===== config.mk =====
export PLATFORM = sky130hd
export DESIGN_NAME = wdt_early_irq
export DESIGN_NICKNAME = d
export VERILOG_FILES = /design/src/rtl/wdt_pkg.sv /design/src/rtl/wdt_limit.sv /design/src/rtl/wdt_counter.sv /design/src/rtl/wdt_pulse.sv /design/src/rtl/wdt_status.sv /design/src/rtl/wdt_early_irq.sv
export SDC_FILE = /design/constraint.sdc
export NUM_CORES = 1
export LEC_CHECK = 0
export ABC_CLOCK_PERIOD_IN_PS = 2500
export BUFFER_PORTS_ARGS = -buffer_cell sky130_fd_sc_hd__buf_2
export CAP_MARGIN = 20
export CORE_UTILIZATION = 55
export CTS_BUF_LIST = sky130_fd_sc_hd__clkbuf_4 sky130_fd_sc_hd__clkbuf_8 sky130_fd_sc_hd__clkbuf_16
export CTS_CLUSTER_SIZE = 20
export DETAILED_ROUTE_END_ITERATION = 6
export MAX_ROUTING_LAYER = met4
export PLACE_DENSITY_LB_ADDON = 0.3
export REMOVE_ABC_BUFFERS = 1
export SLEW_MARGIN = 5
export SYNTH_ARGS = -nofsm -noshare
export SYNTH_HDL_FRONTEND = slang
export SYNTH_HIERARCHICAL = 1
export SYNTH_SLANG_ARGS = --single-unit

===== constraint.sdc =====
create_clock -name clk -period 2.5 [get_ports clk]
set_input_delay 0.5 -clock clk [delete_from_list [all_inputs] [get_ports clk]]
set_output_delay 0.5 -clock clk [all_outputs]
set_load 0.005 [all_outputs]

===== src/rtl/wdt_pkg.sv =====
package wdt_pkg;

  // Length in cycles of the span picked by one select code.
  function automatic logic [63:0] wdt_span(input int unsigned base_log2,
                                           input int unsigned step_log2,
                                           input int unsigned code);
    return 64'd1 << (base_log2 + step_log2 * code);
  endfunction

  // Counter width that holds the longest span minus one.
  function automatic int unsigned wdt_cnt_width(input int unsigned base_log2,
                                                input int unsigned step_log2);
    return base_log2 + 3 * step_log2 + 1;
  endfunction

  typedef struct packed {
    logic warn;
    logic tmo;
  } wdt_evt_t;

endpackage


===== src/rtl/wdt_limit.sv =====
module wdt_limit #(
  parameter int unsigned BASE_LOG2    = 12,
  parameter int unsigned STEP_LOG2    = 3,
  parameter int unsigned EARLY_CYCLES = 512,
  parameter int unsigned CW           = 22
) (
  input  logic [1:0]    ivl_sel,
  output logic [CW-1:0] last_cnt,
  output logic [CW-1:0] warn_cnt
);
  localparam int unsigned NSEL = 4;

  logic [CW-1:0] last_tbl [NSEL];
  logic [CW-1:0] warn_tbl [NSEL];

  for (genvar g = 0; g < NSEL; g++) begin : g_span
    localparam logic [63:0] SPAN = wdt_pkg::wdt_span(BASE_LOG2, STEP_LOG2, g);
    assign last_tbl[g] = CW'(SPAN - 64'd1);
    assign warn_tbl[g] = CW'(SPAN - 64'(EARLY_CYCLES) - 64'd1);
  end

  assign last_cnt = last_tbl[ivl_sel];
  assign warn_cnt = warn_tbl[ivl_sel];
endmodule


===== src/rtl/wdt_counter.sv =====
module wdt_counter #(
  parameter int unsigned CW = 22
) (
  input  logic            clk,
  input  logic            por_n,
  input  logic            wd_en,
  input  logic            restart,
  input  logic [CW-1:0]   last_cnt,
  input  logic [CW-1:0]   warn_cnt,
  output wdt_pkg::wdt_evt_t evt
);
  logic [CW-1:0] cnt_q;
  logic          run;

  assign run      = wd_en && !restart;
  assign evt.tmo  = run && (cnt_q == last_cnt);
  assign evt.warn = run && (cnt_q == warn_cnt);

  always_ff @(posedge clk or negedge por_n) begin
    if (!por_n)                 cnt_q <= '0;
    else if (!run || evt.tmo)   cnt_q <= '0;
    else                        cnt_q <= cnt_q + 1'b1;
  end
endmodule


===== src/rtl/wdt_pulse.sv =====
module wdt_pulse #(
  parameter int unsigned PULSE_CYCLES = 4
) (
  input  logic clk,
  input  logic por_n,
  input  logic start,
  output logic rst_req
);
  localparam int unsigned PW = $clog2(PULSE_CYCLES + 1);

  logic [PW-1:0] left_q;

  always_ff @(posedge clk or negedge por_n) begin
    if (!por_n)              left_q <= '0;
    else if (start)          left_q <= PW'(PULSE_CYCLES);
    else if (left_q != '0)   left_q <= left_q - 1'b1;
  end

  assign rst_req = (left_q != '0);
endmodule


===== src/rtl/wdt_status.sv =====
module wdt_status (
  input  logic            clk,
  input  logic            por_n,
  input  logic            wd_en,
  input  logic            restart,
  input  wdt_pkg::wdt_evt_t evt,
  input  logic            irq_clr,
  input  logic            flag_clr,
  output logic            early_irq,
  output logic            wd_flag
);
  always_ff @(posedge clk or negedge por_n) begin
    if (!por_n)                          early_irq <= 1'b0;
    else if (!wd_en || restart || evt.tmo) early_irq <= 1'b0;
    else if (evt.warn)                   early_irq <= 1'b1;
    else if (irq_clr)                    early_irq <= 1'b0;
  end

  always_ff @(posedge clk or negedge por_n) begin
    if (!por_n)        wd_flag <= 1'b0;
    else if (evt.tmo)  wd_flag <= 1'b1;
    else if (flag_clr) wd_flag <= 1'b0;
  end
endmodule


===== src/rtl/wdt_early_irq.sv =====
module wdt_early_irq #(
  parameter int unsigned BASE_LOG2    = 12,
  parameter int unsigned STEP_LOG2    = 3,
  parameter int unsigned EARLY_CYCLES = 512,
  parameter int unsigned PULSE_CYCLES = 4
) (
  input  logic       clk,
  input  logic       por_n,
  input  logic       wd_en,
  input  logic [1:0] ivl_sel,
  input  logic       kick,
  input  logic       irq_clr,
  input  logic       flag_clr,
  output logic       early_irq,
  output logic       rst_req,
  output logic       wd_flag
);
  localparam int unsigned CW = wdt_pkg::wdt_cnt_width(BASE_LOG2, STEP_LOG2);

  logic [1:0]        sel_q;
  logic              sel_chg;
  logic              restart;
  logic [CW-1:0]     last_cnt;
  logic [CW-1:0]     warn_cnt;
  wdt_pkg::wdt_evt_t evt;
  logic              warn_evt;
  logic              tmo_evt;

  always_ff @(posedge clk or negedge por_n) begin
    if (!por_n) sel_q <= 2'b00;
    else        sel_q <= ivl_sel;
  end

  assign sel_chg  = (ivl_sel != sel_q);
  assign restart  = kick || sel_chg;
  assign warn_evt = evt.warn;
  assign tmo_evt  = evt.tmo;

  wdt_limit #(
    .BASE_LOG2(BASE_LOG2), .STEP_LOG2(STEP_LOG2),
    .EARLY_CYCLES(EARLY_CYCLES), .CW(CW)
  ) u_limit (
    .ivl_sel(ivl_sel), .last_cnt(last_cnt), .warn_cnt(warn_cnt)
  );

  wdt_counter #(.CW(CW)) u_cnt (
    .clk(clk), .por_n(por_n), .wd_en(wd_en), .restart(restart),
    .last_cnt(last_cnt), .warn_cnt(warn_cnt), .evt(evt)
  );

  wdt_pulse #(.PULSE_CYCLES(PULSE_CYCLES)) u_pulse (
    .clk(clk), .por_n(por_n), .start(tmo_evt), .rst_req(rst_req)
  );

  wdt_status u_status (
    .clk(clk), .por_n(por_n), .wd_en(wd_en), .restart(restart), .evt(evt),
    .irq_clr(irq_clr), .flag_clr(flag_clr),
    .early_irq(early_irq), .wd_flag(wd_flag)
  );
endmodule


==> results_dict.tcl, run 1 <==
set metrics [dict create \
    path_class "in -> reg" \
    power.total_uw 977 \
    tns_ns 0 \
    fin_nets 256 \
    synth_top_area_cell "dfrtp_1" \
    worstMarginPinSlew_ns 0.658 \
    synth_top_family_by_area "XOR/XNOR gates" \
    ctsResizeCount 0 \
    grt_pass1_wl_mm 6.62 \
    start_kind "input pin" \
    seq_area_frac_synth 0.313 \
    crit_slowest_cell "or2_1" \
    max_freq_ghz 0.491 \
    numCtsBuffers 5 \
    power.density_nw_per_um2 431 \
    p_leak_nw 1.11 \
    grt_max_degree 30 \
    portBuffers 10 \
    avgViaCountPerCell 4.83 \
    peakVddDrop_v 0.000326 \
    synth_area_sq_um 2320 \
    finalCritPeriodShare 0.815 \
    netlist_instances 252 \
    die_h_um 66.9 \
    n_antenna_cell 0 \
    synthTopCellsByArea "dfrtp_1 (31%), xor2_1 (19%), buf_4 (14%)" \
    htreeDepth 2 \
    cp_max_fo 5 \
    finalCriticalPeriod_ns 2.04 \
    ctsHoldBuffers 0 \
    slew_violations 0 \
    grtUsageTotal 0.215 \
    wl_mm 3.82 \
    cts_tree "built" \
    clock_path_buffers 2 \
    start_util 0.575 \
    synth_seq_cells 29 \
    slew_headroom 0.561 \
    post_cts_buffers 0 \
    drt-initial-drc-count 65 \
    dpl.hpwl_mm 2.89 \
    synth_fa_ha_area_frac 0.0162 \
    worstPathRequired_ns 2.67 \
    clock_skew_ns 0.00517 \
    syn_area_per_cell_sq_um 9.19 \
    rows 23 \
    synth_xor_area_frac 0.250 \
    yosys_warnings 6 \
    antenna_found_initial 0 \
    hold_class "in -> async" \
    die_w_um 66.9 \
    die_area_sq_um 4470 \
    wl_per_cell_um 12.9 \
    clock-root-buffer "clkbuf_8" \
    muxShareOfSynthArea 0.00486 \
    crit_arrival_ns 2.21 \
    cp_slowest_stage_delay_ns 0.30 \
    rsz0062_at_grt "no" \
    yosys.cell_types.count 35 \
    syn2layout_area_growth_pct -2.22 \
    critPathCaptureType "flop" \
    place_congestion 0.890 \
    synth_top_area_share 0.313 \
    coreArea_sq_um 4030 \
    grt_pass1_vias 1455 \
    cts.sinks 29 \
    grt-ovfl-total 0 \
    drt_pass1_iterations 4 \
    io_pins 11 \
    cts.reportedPaths.clkPinSlew_ns 0.06 \
    run_status "finished, final reports clean" \
    drc 0 \
    synth_compound_gate_area_share 0.0184 \
    crit_chain "buf_2 > or2_1 > xor2_1 > nor4_1 > nand4_1 > nor3b_1 > buf_4 > nor2_1 > mux2_2" \
    hold_violations 0 \
    layout-drive-gt1-share 0.142 \
    ant_nets 0 \
    clk_latency_ns 0.28 \
    synthSimpleGateAreaFrac 0.199 \
    cap_violations 0 \
    setup_viol 0 \
    vias 1430 \
]
[routing by layer]
metal,GRT usage,vias up,share of wire
met2,0.330,17,0.45
li1,-,734,-
met3,0.0702,6,0.026
met4,0.0984,0,0.021
met5,-,-,0
met1,0.254,673,0.50
[Yosys cell counts, drive strengths merged]
cell	count
a211o	1
a211oi	1
a21o	1
and2	2
and2b	1
and3	1
and4	2
buf	55
clkbuf	3
conb	2
dfrtp	29
ha	3
inv	6
mux2	1
nand2	4
nand2b	1
nand3	9
nand4	13
nor2	29
nor2b	3
nor3	3
nor3b	2
nor4	10
o211a	1
o21ai	1
or2	1
or3	1
xnor2	17
xor2	49
[worst paths after layout]
check	start	endpoint	slack (ns)	depth (start not counted)
worst max register to register	sel_q[1]	u_pulse/left_q[0]	0.54	7
max in group asynchronous	por_n	u_cnt/cnt_q[9]	1.82	1
worst max-delay path	ivl_sel[1]	u_pulse/left_q[0]	0.46	9
worst min register to register	u_status/wd_flag	u_status/wd_flag	0.47	1
min in group clk	ivl_sel[0]	sel_q[0]	0.38	1
worst min-delay path	por_n	u_cnt/cnt_q[13]	0.25	1
[report_power, final]
part           internal (mW)  switching (mW)  total [mW]
clock network          0.248           0.175       0.423
logic                 0.0313          0.0499      0.0811
registers              0.472         0.00123       0.473
[stage by stage]
| stage | setup WS [ns] | utilization | instances | hold WS (ns) | instance area (sq um) |
|---|---|---|---|---|---|
| after floorplan | 0.115 | - | 218 | 0.204 | 1980 |
| after global placement | 0.209 | 0.537 | 288 | 0.459 | 2160 |
| after detailed placement | 0.166 | 0.537 | 288 | 0.463 | 2160 |
| after CTS | 0.467 | 0.562 | 296 | 0.268 | 2260 |
| after global routing | 0.243 | 0.562 | 296 | 0.295 | 2260 |
| final | 0.463 | 0.562 | 296 | 0.248 | 2260 |
[critical path: cells and delay by family]
family,cells,cell delay (ns)
xor gates and xnor gates,1,0.17
buffers and inverters,2,0.30
muxes,1,0.25
and+or+nand+nor,5,0.98
[layout by cell type, fill, tap and decap left out, types with 7 or more instances in the layout]
cell and instances:
xnor2_1 17, conb_1 26, clkbuf_8 7, buf_4 10
dfrtp_1 29, nor4_1 9, nand3_1 9, buf_2 10
nand4_1 11, nor2_1 29, xor2_1 49
[cell families after synthesis]
kind of cell / count (synthesis)
AO/OA/AOI/OAI: 5
XOR/XNOR: 66
adder cells (fa/ha/maj): 3
buffers and inverters: 64
flip-flops: 29
multiplexers: 1
other: 2
AND/OR/NAND/NOR: 82
[layout make-up]
class                      count  area (sq um)
fill                         383          1760
multi-input combinational    183          1230
sequential                    29           726
timing repair buffer          20           125
clock buffer                   7          96.3
tap                           50          62.6
inverter                       6          22.5
clock inverter                 1          5.00
[sequential cells by signal, summed over array words and instances, names as in the netlist]
signal,flops
u_status/wd_flag,1
sel_q,2
u_cnt/cnt_q,22
u_pulse/left_q,3
u_status/early_irq,1
No activity file was read; power rests on OpenSTA's default activity.
==> run 2: changes to the inputs <==
ABC_CLOCK_PERIOD_IN_PS = 2050   (was 2500)
clock period = 2.05 ns   (was 2.5 ns; I/O delays follow)
==> results_dict.tcl, run 2 (synthesis gave the netlist of run 1 again) <==
set metrics [dict create \
    clock-root-buffer "clkbuf_8" \
    cts_tree "built" \
    clock_path_buffers 2 \
    start_kind "input pin" \
    finalCriticalPeriod_ns 1.91 \
    peakVddDrop_v 0.000421 \
    place_congestion 0.952 \
    use_met1 0.283 \
    start_util 0.575 \
    grt_pass1_wl_mm 7.13 \
    layout-drive-gt1-share 0.218 \
    syn2layout_area_growth_pct 6.91 \
    antenna_found_initial 0 \
    fin_nets 276 \
    p_leak_nw 1.24 \
    portBuffers 10 \
    n_antenna_cell 0 \
    die_w_um 66.9 \
    cts.sinks 29 \
    finalCritPeriodShare 0.931 \
    worstMarginPinSlew_ns 0.663 \
    final_cell_mix "xor2_1 (49), dfrtp_1 (29), nor2_1 (29)" \
    hold_violations 0 \
    drt-initial-drc-count 53 \
    drt_pass1_iterations 4 \
    slew_headroom 0.558 \
    max_freq_ghz 0.524 \
    critPathCaptureType "flop" \
    path_buf_inv 2 \
    io_pins 11 \
    path_class "in -> reg" \
    hold_class "in -> async" \
    slew_violations 0 \
    run_status "finished, final reports clean" \
    coreArea_sq_um 4030 \
    final_common_cell "xor2_1" \
    cap_violations 0 \
    grt_pass1_vias 1510 \
    clk_latency_ns 0.28 \
    post-place-ws_ns -0.216 \
    grtUsageMet3 0.0548 \
    largest_reg_flops 22 \
    cp_max_fo 5 \
    crit_slowest_cell "or2_1" \
    fin_ws_ns 0.141 \
    grt_max_degree 30 \
    crit_arrival_ns 2.08 \
    crit_family "simple AND/OR/NAND/NOR gates" \
    clock_skew_ns 0.00444 \
    swShare 0.218 \
    worstPathRequired_ns 2.22 \
    fin_cells 316 \
    cellInternalPower_mw 1.04 \
    grtUsageMet2 0.357 \
    p_sw_uw 289 \
    htreeDepth 2 \
    post_cts_buffers 0 \
    die_h_um 66.9 \
    reg_top3 "u_cnt/cnt_q (22), u_pulse/left_q (3), sel_q (2)" \
    avgViaCountPerCell 4.97 \
    vias 1571 \
    fillers 370 \
    power.density_nw_per_um2 535 \
    power_frac_clock 0.474 \
    wl_per_cell_um 13.2 \
    pwr-share-comb 0.091 \
    power.total_mw 1.33 \
    numCtsBuffers 5 \
    seq_power_share 0.435 \
    grtUsageTotal 0.230 \
    rows 23 \
    dpl.hpwl_mm 3.17 \
    seq_area_sq_um 726 \
    multi_input_area_sq_um 1240 \
    dp.cells 308 \
    drc 0 \
    crit_chain "buf_2 > or2_1 > xor2_1 > nor4_2 > nand4_1 > nor3b_2 > buf_4 > nor2_1 > mux2_2" \
    max_flop_register "u_cnt/cnt_q" \
    ant_nets 0 \
    cts.reportedPaths.clkPinSlew_ns 0.06 \
    top_usage_layer "met2" \
    setup_viol 0 \
    grt-ovfl-total 0 \
    wl_mm 4.16 \
    cp_slowest_stage_delay_ns 0.29 \
    die_area_sq_um 4470 \
]
[run 2: worst paths after layout]
kind | cells past startpoint | endpoint | from | slack (ns)
setup / recovery | 9 | u_pulse/left_q[0] | ivl_sel[1] | 0.14
hold / removal | 1 | u_cnt/cnt_q[3] | por_n | 0.16
setup reg to reg | 7 | u_pulse/left_q[0] | u_cnt/cnt_q[20] | 0.14
hold reg to reg | 1 | u_status/wd_flag | u_status/wd_flag | 0.47
max in group asynchronous | 1 | u_cnt/cnt_q[11] | por_n | 1.46
min in group clk | 1 | sel_q[0] | ivl_sel[0] | 0.27
[run 2: area by class of cell]
class / instances / share of cell area
clock buffers: 7 / 0.0364
inverters: 6 / 0.00910
repair buffers: 40 / 0.121
multi-input cells: 183 / 0.503
clock inverters: 1 / 0.0121
well taps: 50 / 0.0253
flip-flops and latches: 29 / 0.293
[run 2: worst register-to-register path: cells and delay by family, from the launching register on]
family,cells,cell delay [ns]
buf+inv,1,0.16
flops,1,0.45
simple gates,4,0.74
xor+xnor,1,0.20
mux,1,0.25
[run 2: timing repair]
item                                    CTS  global route
resized for setup                         0             3
endpoints found under the setup margin    0             2
hold buffers                              0             0
[run 2: metrics by stage]
stage          TNS (ns)  instance area (sq um)  hold slack, ns   util
6_report              0                   2480           0.158  0.615
2_1_floorplan    -0.245                   1980           0.114      -
5_1_grt         -0.0101                   2480           0.208  0.615
3_3_place_gp     -0.195                   2340           0.460  0.580
4_1_cts               0                   2460           0.185  0.610
3_5_place_dp     -0.919                   2340           0.463  0.580
[run 2: routing by layer]
metal	part of all wire	wire, um
met1	0.46	1930
met2	0.47	1940
met3	0.042	174
met4	0.027	112
met5	0	0
[run 2: power groups by stage]
stage                     Clock [mW]  Combinational [mW]  Sequential [mW]
after floorplan                    0              0.0576            0.588
after global placement             0               0.118            0.587
after detailed placement           0               0.118            0.587
after CTS                      0.645               0.119            0.577
after global routing           0.673               0.135            0.576
final                          0.629               0.120            0.577
